<file path="config.mk">
export PLATFORM = sky130hd
export DESIGN_NAME = pam_burst_seq
export DESIGN_NICKNAME = d
export VERILOG_FILES = /design/src/rtl/pam_seq_pkg.sv /design/src/rtl/pam_trig_sync.sv /design/src/rtl/pam_seq_ctrl.sv /design/src/rtl/pam_seq_dp.sv /design/src/rtl/pam_burst_seq.sv
export SDC_FILE = /design/constraint.sdc
export NUM_CORES = 1
export LEC_CHECK = 0
export BUFFER_PORTS_ARGS = -buffer_cell sky130_fd_sc_hd__buf_4
export CORE_ASPECT_RATIO = 1.4
export CORE_MARGIN = 4
export CORE_UTILIZATION = 33
export CTS_CLUSTER_SIZE = 25
export DETAILED_ROUTE_END_ITERATION = 10
export GPL_ROUTABILITY_DRIVEN = 0
export PLACE_DENSITY = 0.45
export SLEW_MARGIN = 5
export SYNTH_ARGS = -nofsm -noshare
export SYNTH_HDL_FRONTEND = slang
export SYNTH_SLANG_ARGS = --single-unit
export TNS_END_PERCENT = 100
</file>
<file path="constraint.sdc">
create_clock -name clk -period 20.7 [get_ports clk]
set_input_delay 2.07 -clock clk [delete_from_list [all_inputs] [get_ports clk]]
set_output_delay 2.07 -clock clk [all_outputs]
set_load 0.01 [all_outputs]
</file>
<file path="src/rtl/pam_seq_pkg.sv">
package pam_seq_pkg;
  localparam int IDX_W = 8;

  typedef struct packed {
    logic             play;
    logic             invert;
    logic [IDX_W-1:0] idx;
  } seqStrobe_t;

  // signed level for table entry i: carrier shape times a rising window
  function automatic logic signed [3:0] levelAt(input logic [IDX_W-1:0] i);
    int wave;
    int ramp;
    int prod;
    case (i[3:0])
      4'd0:  wave = 0;
      4'd1:  wave = 3;
      4'd2:  wave = 5;
      4'd3:  wave = 6;
      4'd4:  wave = 7;
      4'd5:  wave = 6;
      4'd6:  wave = 5;
      4'd7:  wave = 3;
      4'd8:  wave = 0;
      4'd9:  wave = -3;
      4'd10: wave = -5;
      4'd11: wave = -6;
      4'd12: wave = -7;
      4'd13: wave = -6;
      4'd14: wave = -5;
      default: wave = -3;
    endcase
    ramp = int'(i >> 1) + 1;
    if (ramp > 7) ramp = 7;
    prod = (wave * ramp) / 7;
    return 4'(prod);
  endfunction
endpackage

</file>
<file path="src/rtl/pam_trig_sync.sv">
module pam_trig_sync #(
  parameter int SYNC_STAGES = 2
) (
  input  logic clk,
  input  logic rstN,
  input  logic trigAsync,
  output logic trigRise
);
  logic [SYNC_STAGES-1:0] chain;
  logic                   lastLvl;

  genvar g;
  generate
    for (g = 0; g < SYNC_STAGES; g++) begin : gStage
      if (g == 0) begin : gFirst
        always_ff @(posedge clk or negedge rstN)
          if (!rstN) chain[g] <= 1'b0;
          else       chain[g] <= trigAsync;
      end else begin : gNext
        always_ff @(posedge clk or negedge rstN)
          if (!rstN) chain[g] <= 1'b0;
          else       chain[g] <= chain[g-1];
      end
    end
  endgenerate

  always_ff @(posedge clk or negedge rstN)
    if (!rstN) lastLvl <= 1'b0;
    else       lastLvl <= chain[SYNC_STAGES-1];

  assign trigRise = chain[SYNC_STAGES-1] & ~lastLvl;
endmodule

</file>
<file path="src/rtl/pam_seq_ctrl.sv">
module pam_seq_ctrl
  import pam_seq_pkg::*;
#(
  parameter int HALF_LEN       = 23,
  parameter int PHASE_W        = 6,
  parameter int PHASE_STEPS    = 48,
  parameter int TICKS_PER_STEP = 2
) (
  input  logic               clk,
  input  logic               rstN,
  input  logic               trigRise,
  input  logic               runEn,
  input  logic               polarityInv,
  input  logic [PHASE_W-1:0] phaseIdx,
  output seqStrobe_t         strobe,
  output logic               busy
);
  localparam int MAX_PHASE = PHASE_STEPS - 1;
  localparam int MAX_DELAY = MAX_PHASE * TICKS_PER_STEP;
  localparam int CNT_W     = $clog2(MAX_DELAY + 2);
  localparam logic [IDX_W-1:0] LAST_IDX = IDX_W'(HALF_LEN - 1);

  typedef enum logic [1:0] {S_IDLE, S_DELAY, S_FWD, S_REV} seqState_t;

  seqState_t        state;
  logic [CNT_W-1:0] delayCnt;
  logic [IDX_W-1:0] idx;
  logic             invLatch;
  logic             launch;
  logic [PHASE_W-1:0] phaseSat;

  assign phaseSat = (int'(phaseIdx) > MAX_PHASE) ? PHASE_W'(MAX_PHASE) : phaseIdx;
  assign launch   = (state == S_IDLE) && runEn && trigRise;

  always_ff @(posedge clk or negedge rstN) begin
    if (!rstN) begin
      state    <= S_IDLE;
      delayCnt <= '0;
      idx      <= '0;
      invLatch <= 1'b0;
    end else if (!runEn) begin
      state    <= S_IDLE;
      delayCnt <= '0;
      idx      <= '0;
    end else begin
      case (state)
        S_IDLE: if (launch) begin
          state    <= S_DELAY;
          delayCnt <= CNT_W'(int'(phaseSat) * TICKS_PER_STEP);
          invLatch <= polarityInv;
        end
        S_DELAY: if (delayCnt == '0) begin
          state <= S_FWD;
          idx   <= '0;
        end else begin
          delayCnt <= delayCnt - 1'b1;
        end
        S_FWD: if (idx == LAST_IDX) begin
          if (HALF_LEN > 1) begin
            state <= S_REV;
            idx   <= idx - 1'b1;
          end else begin
            state <= S_IDLE;
          end
        end else begin
          idx <= idx + 1'b1;
        end
        default: if (idx == '0) begin
          state <= S_IDLE;
        end else begin
          idx <= idx - 1'b1;
        end
      endcase
    end
  end

  assign strobe.play   = runEn && ((state == S_FWD) || (state == S_REV));
  assign strobe.invert = invLatch;
  assign strobe.idx    = idx;
  assign busy          = (state != S_IDLE);

  // an accepted trigger makes the sequencer busy on the next edge
  assert_launch_busy_R5: assert property (@(posedge clk) disable iff (!rstN)
    launch |=> busy);
  // a trigger edge during playback never restarts the launch delay
  assert_retrig_ignored_R8: assert property (@(posedge clk) disable iff (!rstN)
    ((state == S_FWD) || (state == S_REV)) && trigRise |=> state != S_DELAY);
  // phase above the last step loads the saturated delay
  assert_phase_sat_R6: assert property (@(posedge clk) disable iff (!rstN)
    launch && (int'(phaseIdx) > MAX_PHASE) |=> delayCnt == CNT_W'(MAX_DELAY));
  // table index stays within the stored half
  assert_idx_range_R4: assert property (@(posedge clk) disable iff (!rstN)
    strobe.play |-> idx <= LAST_IDX);
  // mirror half steps down by one
  assert_rev_step_R4: assert property (@(posedge clk) disable iff (!rstN)
    (state == S_REV) && runEn && (idx != '0) |=> idx == $past(idx) - 1'b1);
endmodule

</file>
<file path="src/rtl/pam_seq_dp.sv">
module pam_seq_dp
  import pam_seq_pkg::*;
(
  input  logic       clk,
  input  logic       rstN,
  input  seqStrobe_t strobe,
  output logic [3:0] mCode
);
  logic signed [3:0] rawLvl;
  logic signed [3:0] polLvl;
  logic        [3:0] nextCode;

  always_comb begin
    rawLvl = levelAt(strobe.idx);
    if (strobe.invert) polLvl = (rawLvl == -4'sd8) ? 4'sd7 : -rawLvl;
    else               polLvl = rawLvl;
    if (polLvl == 4'sd0)  nextCode = 4'd0;
    else if (!polLvl[3])  nextCode = unsigned'(polLvl);
    else                  nextCode = 4'd7 + unsigned'(4'(-polLvl));
  end

  always_ff @(posedge clk or negedge rstN)
    if (!rstN)            mCode <= 4'd0;
    else if (strobe.play) mCode <= nextCode;
    else                  mCode <= 4'd0;

  // output falls back to the off code whenever play is not enabled
  assert_off_when_idle_R9: assert property (@(posedge clk) disable iff (!rstN)
    !strobe.play |=> mCode == 4'd0);
  // a positive level never selects leg B
  assert_leg_a_R2: assert property (@(posedge clk) disable iff (!rstN)
    strobe.play && (polLvl > 4'sd0) |=> (mCode != 4'd0) && !mCode[3]);
endmodule

</file>
<file path="src/rtl/pam_burst_seq.sv">
module pam_burst_seq
  import pam_seq_pkg::*;
#(
  parameter int HALF_LEN       = 23,
  parameter int PHASE_W        = 6,
  parameter int PHASE_STEPS    = 48,
  parameter int TICKS_PER_STEP = 2,
  parameter int SYNC_STAGES    = 2
) (
  input  logic               clk,
  input  logic               rstN,
  input  logic               trigIn,
  input  logic               runEn,
  input  logic               polarityInv,
  input  logic [PHASE_W-1:0] phaseIdx,
  output logic [3:0]         mCode,
  output logic               busy
);
  seqStrobe_t strobe;
  logic       trigRise;

  pam_trig_sync #(.SYNC_STAGES(SYNC_STAGES)) sync_i (
    .clk(clk), .rstN(rstN), .trigAsync(trigIn), .trigRise(trigRise));

  pam_seq_ctrl #(
    .HALF_LEN(HALF_LEN), .PHASE_W(PHASE_W),
    .PHASE_STEPS(PHASE_STEPS), .TICKS_PER_STEP(TICKS_PER_STEP)
  ) ctrl_i (
    .clk(clk), .rstN(rstN), .trigRise(trigRise), .runEn(runEn),
    .polarityInv(polarityInv), .phaseIdx(phaseIdx),
    .strobe(strobe), .busy(busy));

  pam_seq_dp dp_i (
    .clk(clk), .rstN(rstN), .strobe(strobe), .mCode(mCode));
endmodule

</file>
==> impl_results.md, run 1 <==
- Clk sinks: 25
- Die area: 0.0235 mm²
- Status: finished, final reports clean
- Io pins: 16
- Crit path time final: 16590 ps
- Dpl cell area: 0.00732 mm²
- # port buffers: 15
- Routed Antenna Nets: 0
- 1st-pass router iterations: 5
- Met2 global-route usage: 31.9%
- Core Util, Final: 35.9%
- GRT busiest layer: met2
- #FFs+latches synth: 25
- GR met1 Demand/Resource: 18.5%
- Fraction of layout cells with a size suffix above 1: 9.11%
- Initial antenna violation count: 0
- N_diodes: 0
- EDFF count, synth: 0
- Final wirelength: 18.8 mm
- RSZ-0062 raised after global routing: false
- Commonest non-fill, non-tap cell in the layout: nand2_1
- Worst R2R End: dp_i.mCode[3]
- Reg area: 626 µm²
- Final Hold Viols: 0
- H-tree Lvls: 1
- Req. time, crit path: 20880 ps
- Hold path cells: 0
- Fin. max-slew vios: 0
- Pin count of the biggest net entering global routing: 33
- Clock Skew: 7.11 ps
- CTS Buffer Depth: 2
- R2R Path Start: ctrl_i.idx[1]
- Max FO, Critical Path: 14
- CTS Hold Buffers Added: 0
- FMAX: 60.3 MHz
- Filler Cells Inserted: 2213
- Largest family of logic cells by synthesized area: compound AO/OA/AOI/OAI gates
- Finished Cell Area: 0.00741 mm²
- Grt total ovfl: 0
- Post-Synthesis Cells: 899
- Die Y: 180 µm
- XOR/XNOR Fraction of Synth Area: 6.56%
- Crit Path Category: reg -> reg
- Post-synthesis sequential area ratio: 9.01%
- Post-cts sizing count: 0
- CTS Buf Count: 3
- Class of the worst hold path: reg -> reg
- Via Count: 6695
- Slowest CP cell: o41ai_2
- Skew-Pair Late Insertion Delay: 270 ps
- Final HPWL DP: 15.4 mm
- Layout area overhead: 6.63%
- Multiplexer share of the synthesized area: 1.98%
- Compound-Gate Fraction of Synth Area: 33.4%
- Critical Path Max Stage Delay: 880 ps
- Setup TNS: 0 ps
- Ys async rst share: 100%
- Vias per cell: 5.74
- Final setup margin: 4110 ps
- Reg2Reg Setup Slack: 4110 ps
- Vias in the first global route: 6836
- Total Nets Final: 1008
- Final period util: 80.1%
- R2R depth: 59
- CP endpoint kind: register
- DRC violations left: 0
- Core region area: 0.0206 mm²
- Wirelength per Cell: 16.1 µm
- Simple-gate share of the synthesized area: 23.9%
- Hold Path End: sync_i.chain[1]
- Row count: 62
- Delay-heaviest family, CP: compound AO/OA/AOI/OAI gates
- Pre-CTS setup slack: 4170 ps
- Main synth FF type: dfrtp_1
- Worst Path Buf+Inv: 2
- Levels on crit path: 59
- Die Wd: 131 µm
- Area of the multi-input gates: 0.00597 mm²
- Post-CTS Setup Bufs: 0
- Clock transition at the registers of the reported paths: 70 ps
- Start point of the worst hold path: sync_i.chain[0]
- Ys Warns: 0
- CTS tree: yes
- Startpoint types: register
- Synthesized cell area: 0.00695 mm²
- DRT iter0 DRCs: 341
- First-pass GRT wire length: 32.8 mm
- CTS root buf: clkbuf_16
- Crit path DAT: 16770 ps
- Mean post-synth cell area: 7.73 µm²
- Slew @ Worst Pin: 1090 ps
- Adder-cell share of the synthesized area: 18.6%
- Total Routing Usage GR: 16.3%
- Starting Density: 33.7%
- Worst slew margin: 27.3%
- Commonest non-fill, non-tap cells in the layout: nand2_1 (81), inv_1 (72), ha_1 (59)
- Max-cap violations: 0
- Endpoints failing setup: 0
- Netlist cell types: 117
- Met3 Usage GRT: 0.742%
[through the flow]
step,hold slack (ps),cells
after floorplan,331,924
after global placement,331,1163
after detailed placement,343,1163
after CTS,359,1167
after global routing,363,1167
final,358,1167
[final cells by class]
class / count / area share, %
clock inverter: 1 / 0.101
tap: 256 / 4.33
clock buffer: 3 / 1.01
multi-input combinational: 790 / 80.6
timing repair buffer: 17 / 1.72
sequential: 25 / 8.45
inverter: 75 / 3.80
[synth_stat cells (all sizes together) (5+ instances only)]
master | instances | area, µm²
o311ai | 5 | 51.3
a21oi | 55 | 290
a21boi | 6 | 45.0
o31a | 6 | 61.3
nor3 | 28 | 155
a31o | 6 | 52.6
inv | 73 | 274
fa | 26 | 521
o211ai | 13 | 108
dfrtp | 25 | 626
xor2 | 22 | 193
nand4 | 15 | 93.8
and2 | 18 | 115
a211o | 5 | 43.8
mux2i | 8 | 92.6
o211a | 6 | 60.1
o21a | 5 | 37.5
ha | 59 | 738
o2111ai | 5 | 56.3
buf | 11 | 77.6
or4 | 6 | 52.6
clkbuf | 23 | 86.3
a2111oi | 5 | 82.6
a31oi | 9 | 62.6
or3 | 11 | 80.1
nand2b | 14 | 87.6
a211oi | 18 | 173
o21ai | 66 | 334
nand2 | 82 | 310
nor2b | 11 | 68.8
or2 | 9 | 61.3
and3 | 8 | 60.1
xnor2 | 30 | 263
nor4 | 12 | 81.3
o31ai | 15 | 123
nor2 | 46 | 173
nand3 | 24 | 135
o22ai | 13 | 87.6
a21o | 14 | 105
[worst register-to-register path: cells and delay by family, from the launching register on]
| family | cells | cell delay (ps) |
|---|---|---|
| XOR/XNOR | 1 | 230 |
| AND/OR/NAND/NOR | 21 | 4850 |
| adder cells (fa/ha/maj) | 10 | 4290 |
| flip-flops | 1 | 480 |
| AO/OA/AOI/OAI | 25 | 6410 |
| buffers and inverters | 2 | 190 |
[sequential cells by signal (all words and copies together) (netlist names)]
name	flops
ctrl_i.delayCnt	7
sync_i.lastLvl	1
ctrl_i.state	2
dp_i.mCode	4
sync_i.chain	2
ctrl_i.invLatch	1
ctrl_i.idx	8
[worst max-delay path by stage]
stage | end | slack, ps | from
2_1_floorplan | dp_i.mCode[3] | 6340 | ctrl_i.idx[1]
3_3_place_gp | dp_i.mCode[3] | 4190 | ctrl_i.idx[1]
3_5_place_dp | dp_i.mCode[3] | 4170 | ctrl_i.idx[1]
4_1_cts | dp_i.mCode[3] | 4090 | ctrl_i.idx[1]
5_1_grt | dp_i.mCode[3] | 2570 | ctrl_i.idx[1]
6_report | dp_i.mCode[3] | 4110 | ctrl_i.idx[1]
[cells by family after synthesis]
logic type / after synthesis
mux: 11
simple gates: 305
flops: 25
xor+xnor: 52
buf+inv: 109
other cells: 2
compound gates: 307
fa+ha+maj: 88
[layer usage]
metal | vias to the layer above | part of all wire [%]
met2 | 129 | 55
li1 | 3364 | -
met1 | 3173 | 41
met5 | - | 0
met3 | 29 | 2.1
met4 | 0 | 2.0
Power of run 1 is left out: the tool's default activity adds up to more than one toggle a clock period on the data nets, which glitch-free logic cannot reach.
==> run 2, diff against run 1 <==
- clock period: 20.7 -> 16.1 ns (I/O delays scaled with it)
==> run 2 against run 1 <==
Final area rose by 3.3%. Highest routed layer unchanged. Critical endpoint unchanged. Critical path depth increased by 2. Via count hardly changed.
==> impl_results.md, run 2 (synthesis results as in run 1) <==
- GRT busiest layer: met2
- Final period util: 93.1%
- Routed Antenna Nets: 0
- Clock transition at the registers of the reported paths: 70 ps
- CTS root buf: clkbuf_16
- Crit path DAT: 15160 ps
- Vias per cell: 5.69
- DRC violations left: 0
- CTS Buf Count: 3
- Req. time, crit path: 16270 ps
- Core region area: 0.0206 mm²
- Status: finished, final reports clean
- Layout area overhead: 10.1%
- FMAX: 66.7 MHz
- Clk sinks: 25
- Wirelength per Cell: 15.8 µm
- Pin count of the biggest net entering global routing: 32
- Critical Path Max Stage Delay: 620 ps
- CP endpoint kind: register
- Met3 Usage GRT: 0.416%
- H-tree Lvls: 1
- Slew @ Worst Pin: 1060 ps
- GR met1 Demand/Resource: 18.7%
- Starting Density: 33.7%
- # port buffers: 15
- 1st-pass router iterations: 4
- Fin. max-slew vios: 0
- Met2 global-route usage: 31.3%
- Row count: 62
- Skew-Pair Late Insertion Delay: 270 ps
- CTS tree: yes
- Fraction of layout cells with a size suffix above 1: 13.0%
- Die Y: 180 µm
- Max FO, Critical Path: 11
- First-pass GRT wire length: 32.3 mm
- Startpoint types: register
- CTS Hold Buffers Added: 0
- Initial antenna violation count: 0
- Flip-flop count of the largest register after layout: 8
- RSZ-0062 raised after global routing: false
- Via Count: 6698
- Crit path time final: 14980 ps
- Final wirelength: 18.7 mm
- Class of the worst hold path: reg -> reg
- Grt total ovfl: 0
- Setup TNS: 0 ps
- N_diodes: 0
- Io pins: 16
- Final Hold Viols: 0
- Commonest non-fill, non-tap cells in the layout: nand2_1 (81), inv_1 (72), ha_1 (57)
- Vias in the first global route: 6754
- Crit Path Category: reg -> reg
- Endpoints failing setup: 0
- Total Routing Usage GR: 16.0%
- Commonest non-fill, non-tap cell in the layout: nand2_1
- Final HPWL DP: 15.3 mm
- Largest regs: ctrl_i.idx: 8 flops, ctrl_i.delayCnt: 7 flops, dp_i.mCode: 4 flops
- Max-cap violations: 0
- Slowest CP cell: fa_1
- Die area: 0.0235 mm²
- Clock Skew: 5.49 ps
- CTS Buffer Depth: 2
- Total Nets Final: 1019
- Reg2Reg Setup Slack: 1120 ps
- Top reg by flops: ctrl_i.idx
- DRT iter0 DRCs: 313
- Die Wd: 131 µm
- Cell mode on critical path: nand2_1
- Worst slew margin: 29.6%
## run 2: changes by cell type in the layout (fill, tap and decap cells not counted), sizes merged
cell,change
buf,+11
clkinv,+1
clkinvlp,-1
## run 2: per-stage QoR
step | utilization [%] | setup WS (ps) | area, µm² | hold WS (ps) | cells
final | 37.1 | 1120 | 7650 | 352 | 1178
after global routing | 37.1 | 43.4 | 7650 | 362 | 1178
after CTS | 36.0 | 297 | 7430 | 358 | 1171
after detailed placement | 35.6 | 348 | 7350 | 343 | 1167
after global placement | 35.6 | 326 | 7350 | 333 | 1167
after floorplan | - | 1740 | 7040 | 331 | 924
## run 2: worst max-delay path, delay by kind of cell, from the launching register on
| family | cells | cell delay [ps] |
|---|---|---|
| simple gates | 22 | 4040 |
| compound gates | 23 | 5220 |
| mux | 1 | 140 |
| flops | 1 | 470 |
| xor+xnor | 1 | 240 |
| fa+ha+maj | 11 | 4400 |
| buf+inv | 3 | 400 |
## run 2: timing repair
action / in CTS / in global routing
setup buffers: 0 / 7
resized for setup: 0 / 34
hold endpoints to repair: 0 / 0
setup endpoints to repair: 0 / 4
## run 2: layout make-up
cell class,instances,area (µm²)
multi-input combinational,790,6130
tap,256,320
clock buffer,3,75.1
clock inverter,1,5.00
fill,2214,13000
sequential,25,627
timing repair buffer,28,210
inverter,75,282
## run 2: worst paths after layout
| check | start | to | depth (start not counted) |
|---|---|---|---|
| min in group asynchronous | rstN | dp_i.mCode[2] | 1 |
| hold reg to reg | sync_i.chain[0] | sync_i.chain[1] | 0 |
| setup reg to reg | ctrl_i.idx[1] | dp_i.mCode[3] | 61 |
| setup / recovery | ctrl_i.idx[1] | dp_i.mCode[3] | 61 |
| max in group asynchronous | rstN | ctrl_i.idx[3] | 1 |
| hold / removal | sync_i.chain[0] | sync_i.chain[1] | 0 |
## run 2: layer usage
| layer | up-vias | share of wire (%) | wire [µm] |
|---|---|---|---|
| met5 | - | 0 | 0 |
| met4 | 0 | 2.4 | 440 |
| met3 | 27 | 1.5 | 278 |
| met2 | 106 | 55 | 10300 |
| met1 | 3178 | 41 | 7620 |
| li1 | 3387 | - | - |
Power of run 2 is left out for the same reason.
